**config.mk**
```make
export PLATFORM = sky130hd
export DESIGN_NAME = addr_demux_glue
export DESIGN_NICKNAME = d
export VERILOG_FILES = /design/src/rtl/addr_glue_pkg.sv /design/src/rtl/glue_lo_latch.sv /design/src/rtl/glue_strobe_map.sv /design/src/rtl/glue_window_dec.sv /design/src/rtl/addr_demux_glue.sv
export SDC_FILE = /design/constraint.sdc
export NUM_CORES = 1
export LEC_CHECK = 0
export ABC_AREA = 1
export BUFFER_PORTS_ARGS = -buffer_cell sky130_fd_sc_hd__buf_2
export CAP_MARGIN = 20
export CORE_MARGIN = 2
export CORE_UTILIZATION = 29
export DETAILED_ROUTE_END_ITERATION = 7
export PLACE_DENSITY = 0.82
export SYNTH_ARGS = -nofsm -noshare
export SYNTH_HDL_FRONTEND = slang
export SYNTH_SLANG_ARGS = --single-unit
```
**constraint.sdc**
```tcl
create_clock -name clk -period 0.8 [get_ports clk]
set_input_delay 0.16 -clock clk [delete_from_list [all_inputs] [get_ports clk]]
set_output_delay 0.16 -clock clk [all_outputs]
set_load 0.05 [all_outputs]
```
**src/rtl/addr_glue_pkg.sv**
```systemverilog
package addr_glue_pkg;

  typedef enum logic {
    MODE_SPLIT   = 1'b0,
    MODE_UNIFIED = 1'b1
  } bus_mode_e;

  typedef struct packed {
    logic rom_oe_n;
    logic ram_oe_n;
    logic ram_we_n;
    logic comb_rd_n;
  } strobe_t;

  // half-open window test on a zero-extended address
  function automatic logic win_hit(input logic [31:0] addr,
                                   input logic [31:0] base,
                                   input logic [31:0] size);
    logic [32:0] top;
    top = {1'b0, base} + {1'b0, size};
    return ({1'b0, addr} >= {1'b0, base}) && ({1'b0, addr} < top);
  endfunction

  // active-low OR of two active-low read strobes
  function automatic logic any_read_n(input logic a_n, input logic b_n);
    return ~((~a_n) | (~b_n));
  endfunction

endpackage

```
**src/rtl/glue_lo_latch.sv**
```systemverilog
module glue_lo_latch #(
  parameter int LO_W = 8
) (
  input  logic            clk,
  input  logic            rst_n,
  input  logic            ale,
  input  logic [LO_W-1:0] port_mux,
  output logic [LO_W-1:0] lo_byte,
  output logic            ale_fell
);

  logic [LO_W-1:0] hold_q;
  logic            ale_q;

  // one sampling cell per address bit
  for (genvar b = 0; b < LO_W; b++) begin : g_bit
    always_ff @(posedge clk or negedge rst_n) begin
      if (!rst_n) begin
        hold_q[b] <= 1'b0;
      end else if (ale) begin
        hold_q[b] <= port_mux[b];
      end
    end
    // transparent while enable is high, frozen otherwise
    assign lo_byte[b] = ale ? port_mux[b] : hold_q[b];
  end

  always_ff @(posedge clk or negedge rst_n) begin
    if (!rst_n) begin
      ale_q <= 1'b0;
    end else begin
      ale_q <= ale;
    end
  end

  assign ale_fell = ale_q & ~ale;

endmodule

```
**src/rtl/glue_strobe_map.sv**
```systemverilog
module glue_strobe_map
  import addr_glue_pkg::*;
#(
  parameter bus_mode_e MODE = MODE_SPLIT
) (
  input  logic    psen_n,
  input  logic    rd_n,
  input  logic    wr_n,
  output strobe_t strobes,
  output logic    rd_wr_clash,
  output logic    fetch_wr_clash
);

  logic comb_n;

  assign comb_n = any_read_n(rd_n, psen_n);

  if (MODE == MODE_SPLIT) begin : g_split
    assign strobes.rom_oe_n = psen_n;
    assign strobes.ram_oe_n = rd_n;
  end else begin : g_unified
    assign strobes.rom_oe_n = 1'b1;
    assign strobes.ram_oe_n = comb_n;
  end

  assign strobes.ram_we_n  = wr_n;
  assign strobes.comb_rd_n = comb_n;

  // illegal strobe overlaps, brought out for the checker
  assign rd_wr_clash    = ~rd_n & ~wr_n;
  assign fetch_wr_clash = ~psen_n & ~wr_n;

endmodule

```
**src/rtl/glue_window_dec.sv**
```systemverilog
module glue_window_dec
  import addr_glue_pkg::*;
#(
  parameter int          AW   = 16,
  parameter int unsigned BASE = 0,
  parameter int unsigned SIZE = 1
) (
  input  logic [AW-1:0] addr,
  output logic          cs_n
);

  logic [31:0] addr_ext;

  if (AW < 32) begin : g_ext
    assign addr_ext = {{(32-AW){1'b0}}, addr};
  end else begin : g_full
    assign addr_ext = addr[31:0];
  end

  assign cs_n = ~win_hit(addr_ext, BASE, SIZE);

endmodule

```
**src/rtl/addr_demux_glue.sv**
```systemverilog
module addr_demux_glue
  import addr_glue_pkg::*;
#(
  parameter int          HI_W     = 8,
  parameter int          LO_W     = 8,
  parameter bus_mode_e   MODE     = MODE_SPLIT,
  parameter int unsigned RAM_BASE = 32'h4000,
  parameter int unsigned RAM_SIZE = 32'h1000,
  parameter int unsigned ROM_BASE = 32'h0000,
  parameter int unsigned ROM_SIZE = 32'h2000
) (
  input  logic                 clk,
  input  logic                 rst_n,
  input  logic [HI_W-1:0]      port_hi,
  input  logic [LO_W-1:0]      port_mux,
  input  logic                 ale,
  input  logic                 psen_n,
  input  logic                 rd_n,
  input  logic                 wr_n,
  output logic [HI_W+LO_W-1:0] mem_addr,
  output logic                 rom_oe_n,
  output logic                 ram_oe_n,
  output logic                 ram_we_n,
  output logic                 comb_rd_n,
  output logic                 rom_cs_n,
  output logic                 ram_cs_n
);

  localparam int AW = HI_W + LO_W;

  logic [LO_W-1:0] lo_byte;
  logic            ale_fell;
  strobe_t         strobes;
  logic            rd_wr_clash;
  logic            fetch_wr_clash;

  glue_lo_latch #(.LO_W(LO_W)) u_lo_latch (
    .clk      (clk),
    .rst_n    (rst_n),
    .ale      (ale),
    .port_mux (port_mux),
    .lo_byte  (lo_byte),
    .ale_fell (ale_fell)
  );

  assign mem_addr = {port_hi, lo_byte};

  glue_strobe_map #(.MODE(MODE)) u_strobe_map (
    .psen_n         (psen_n),
    .rd_n           (rd_n),
    .wr_n           (wr_n),
    .strobes        (strobes),
    .rd_wr_clash    (rd_wr_clash),
    .fetch_wr_clash (fetch_wr_clash)
  );

  assign rom_oe_n  = strobes.rom_oe_n;
  assign ram_oe_n  = strobes.ram_oe_n;
  assign ram_we_n  = strobes.ram_we_n;
  assign comb_rd_n = strobes.comb_rd_n;

  glue_window_dec #(.AW(AW), .BASE(RAM_BASE), .SIZE(RAM_SIZE)) u_ram_win (
    .addr (mem_addr),
    .cs_n (ram_cs_n)
  );

  glue_window_dec #(.AW(AW), .BASE(ROM_BASE), .SIZE(ROM_SIZE)) u_rom_win (
    .addr (mem_addr),
    .cs_n (rom_cs_n)
  );

endmodule

```
-- After elaboration in Yosys (flattened, before gate mapping)
Index checks and enable logic that the tools add are counted.
- mux-type cells: 8
- divide/modulo/power cells: 0
- add/subtract/negate cells: 0
- bitwise gates (word level): 6
- magnitude comparators: 3
- reduce and logical (&&, ||, !) cells: 1
- shift operators: 0
- $mul: 0
- eq/ne operators: 0
- operators with widths (operator ; count):
    16-bit by 15-bit >= comparator with 1-bit output (second input constant) ; 1
    16-bit by 14-bit less-than comparator with 1-bit output (second input constant) ; 1
    16-bit by 15-bit less-than comparator with 1-bit output (second input constant) ; 1
    1-bit two-way mux ; 8
    1-bit inverter ; 5
    1-bit logical AND ; 1
    1-bit bitwise OR ; 1
- bits in read-only memories: 0
- RAM bits: 0
- memories kept: 0
- logic and storage cells: 26
- bits in latches: 0
- bits in registers: 8

-- Depth between registers and ports, before layout
- word-level depth: 4
- gate-level depth with buffers: 4
- depth with buffers taken out: 3

-- By module
From an unflattened synthesis, not the netlist that was laid out.
- cell total of the unflattened synthesis: 60
- area, all modules: 469.2 µm²
- by module, submodules not included (module ; cells an instance ; area an instance (µm²) ; seq. area each (µm²) ; times used):
    glue_lo_latch ; 37 ; 337.8 ; 225.2 ; 1
    addr_demux_glue ; 8 ; 60.1 ; 0.0 ; 1
    glue_strobe_map ; 8 ; 45.0 ; 0.0 ; 1
    glue_window_dec (u_ram_win) ; 4 ; 15.0 ; 0.0 ; 1
    glue_window_dec (u_rom_win) ; 3 ; 11.3 ; 0.0 ; 1

-- Worst setup path before layout
Ideal clock, no wire load.
- kind: register -> register
- start: reg u_lo_latch.hold_q[0] (netlist name)
- end: reg u_lo_latch.hold_q[0]
- data arrival time: 0.678 ns
- required time: 0.537 ns
- clock period less this slack: 0.941 ns
- setup slack: -0.141 ns
- path buffers: 0
- setup time: 0.263 ns
- cell stages (with the launch flop): 3
- cell sequence: dfrtp_1 -> nand2_1 -> nand2_1
- RTL lines (what ; line ; RTL):
    to (signal, indexed assignment) ; glue_lo_latch.sv:21 ; hold_q[b] <= port_mux[b];
    to (decl) ; glue_lo_latch.sv:12 ; logic [LO_W-1:0] hold_q;

-- Worst setup path in the final report
- start: reg u_lo_latch.hold_q[1]
- end: out mem_addr[1]
- word-level cells in the longest chain between the ends: 1
- RTL lines (what ; line ; RTL):
    1-bit two-way mux ; n/a ;
    to (decl) ; addr_demux_glue.sv:20 ; output logic [HI_W+LO_W-1:0] mem_addr,
No other way between the ends.

==> impl_results.md <==
* Clk slew on worst S/H paths at 0.06 ns
* Row count at 13
* Die H at 41.8 um
* Commonest non-fill, non-tap cell in the layout: buf_2
* Total negative setup slack at -2.04 ns
* I/O pin count at 44
* CP Launch Point: u_lo_latch.hold_q[1]
* Worst path cell trace: nand2_2 > nand2_4 > buf_6
* Final setup fails at 8
* Post-route cell area at 691 um2
* Cell Area, Synth at 414 um2
* Biggest register: u_lo_latch.hold_q
* Via/cell ratio at approximately 4.3
* CTS Sinks at 8
* Critical path type: flip-flop to primary output
* Critical Path Sink Type: primary output
* Outcome: finished, violations left
* RSZ-0062 raised after global routing: yes
* Die width at 41.8 um
* Initial core utilization at 31.4%
* Hold path start: port_mux[3]
* Failing checks: setup timing
* Slew HR at 83.2%
* Port Buffers at 33
* Clock Skew at 0 ns
* H-tree depth at 1
* Max-slew violations at 0
* Avg Synthesized Cell Area at 7.96 um2
* Startpoint Class: flip-flop
* Final WS setup at -0.262 ns
* CTS Buf Count at 3
* Sequential element share of the synthesized area at 48.3%
* Die area at 1750 um2
* Clock tree buffer depth at 2
* Max reg flops at 8
* Crit path buf inv count at 1
* Clock root buffer: clkbuf_4
* Critical Path Fanout Max at 2
* Area grow syn2layout at 66.8%
* DR pass1 iterations at 2
* Global route total overflow at 0
* Total track usage at 12.0%
* Initial antenna violation count at 0
* Final Hold Fails at 0
* Starting DRT DRC Count at 4
* Final Wtd Congestion at approximately 0.67
* FF+latch count, synth at 8
* Total number of vias at 397
* Core area at 1320 um2
* Hold Slack at roughly 0.16 ns
* Max VDD drop at 0.000900 V
* Mapped Nets at 74
* Worst min-delay path category: primary input to flip-flop
* Syn. warnings at 0
* Max Fclk at approximately 940 MHz
* CTS tree: yes
* Share of layout cells above drive strength 1 at 72.7%
* CP max stage delay at 0.37 ns
* N_diodes at 0
* Antenna-violating nets left at 0
* Biggest regs: u_lo_latch.hold_q (8)
* WL/cell at 10.0 um
* Tot Pwr at 1.26 mW
* DRC at 0
* Mapped Cells at 52
* Slew @ Worst Pin at ~0.25 ns
* Fin crit period at approximately 1.1 ns
* Data required, critical path at 0.64 ns
* Post-CTS Setup Inserts at 0
* Clk_lat worst skew at 0.25 ns
* Vias in the first global route at 417
* Critical path data arrival time at 0.90 ns
* Post-DP HPWL at 696 um
* Largest net degree at the start of global routing at 10
* Max Cap Violations at 0
* Most frequent cells in the layout: buf_2 (22), nand2_1 (11), buf_6 (11)
* Worst r2r src: u_lo_latch.hold_q[6]
* Placed Area at 564 um2
* Pleak at ~0.38 nW
* Fin nets at 101
* Pwr/cell area at about 1800 nW/um2
* Crit-path leading delay family: flip-flops
* Routed wire length at 922 um
* Final period utilization at 133%
* Distinct cells, synth at 7
* First-pass GRT wire length at 1610 um
* Slowest CP cell: dfrtp_1
==> per-layer routing <==
| metal | GRT usage [%] | share of wire (%) | vias up |
|---|---|---|---|
| met2 | 21.3 | 52 | 27 |
| li1 | - | - | 194 |
| met5 | 0 | 0 | - |
| met3 | 3.04 | 11 | 2 |
| met1 | 12.6 | 35 | 174 |
| met4 | 7.10 | 0.65 | 0 |
==> synthesized netlist by cell type <==
cell	count	share of area, %
nor2_1	2	1.8
inv_2	1	0.91
dfrtp_1	8	48
buf_4	11	20
inv_1	2	1.8
nand2_1	27	24
buf_6	1	2.7
==> final cells by class <==
cell class	instances	area [um2]
tap	15	18.8
inverter	3	11.3
multi-input combinational	29	194
timing repair buffer	34	244
sequential	8	200
fill	130	627
clock buffer	3	22.5
==> per-stage QoR <==
| step | cells | utilization [%] | setup WS [ns] |
|---|---|---|---|
| final | 92 | 52.4 | -0.262 |
| after global routing | 92 | 52.4 | -0.323 |
| after CTS | 92 | 51.5 | -0.281 |
| after detailed placement | 88 | 42.8 | -0.235 |
| after global placement | 88 | 42.8 | -0.204 |
| after floorplan | 52 | - | 0.0395 |
==> logic make-up after synthesis <==
family	after synthesis	share of synthesized area, %
and+or+nand+nor	29	26.3
buffers and inverters	15	25.4
DFF	8	48.3
==> power breakdown <==
part | internal [mW] | total (mW) | switching, mW
registers | 0.441 | 0.457 | 0.0161
clock network | 0.172 | 0.306 | 0.135
logic | 0.166 | 0.498 | 0.332
==> what timing repair did <==
item / CTS / global route
gates cloned: 0 / 0
pin swaps: 0 / 3
hold endpoints to repair: 8 / 0
hold buffers: 1 / 0
setup endpoints to repair: 10 / 10
resized for setup: 28 / 4
==> worst register-to-register path, stage by stage (launching register included) <==
cell and delay, ns:
dfrtp_1 0.37, nand2_2 0.09, nand2_4 0.05
==> path summary, 6_finish.rpt <==
| kind | depth (start not counted) | slack [ns] | to |
|---|---|---|---|
| hold reg to reg | 2 | 0.49 | u_lo_latch.hold_q[0] |
| setup reg to reg | 2 | 0.18 | u_lo_latch.hold_q[6] |
| setup / recovery | 3 | -0.26 | mem_addr[1] |
| hold / removal | 3 | 0.16 | u_lo_latch.hold_q[3] |
| min in group asynchronous | 2 | 0.29 | u_lo_latch.hold_q[4] |
| max in group asynchronous | 2 | 0.34 | u_lo_latch.hold_q[7] |
Power figures use the tool's default switching activity.
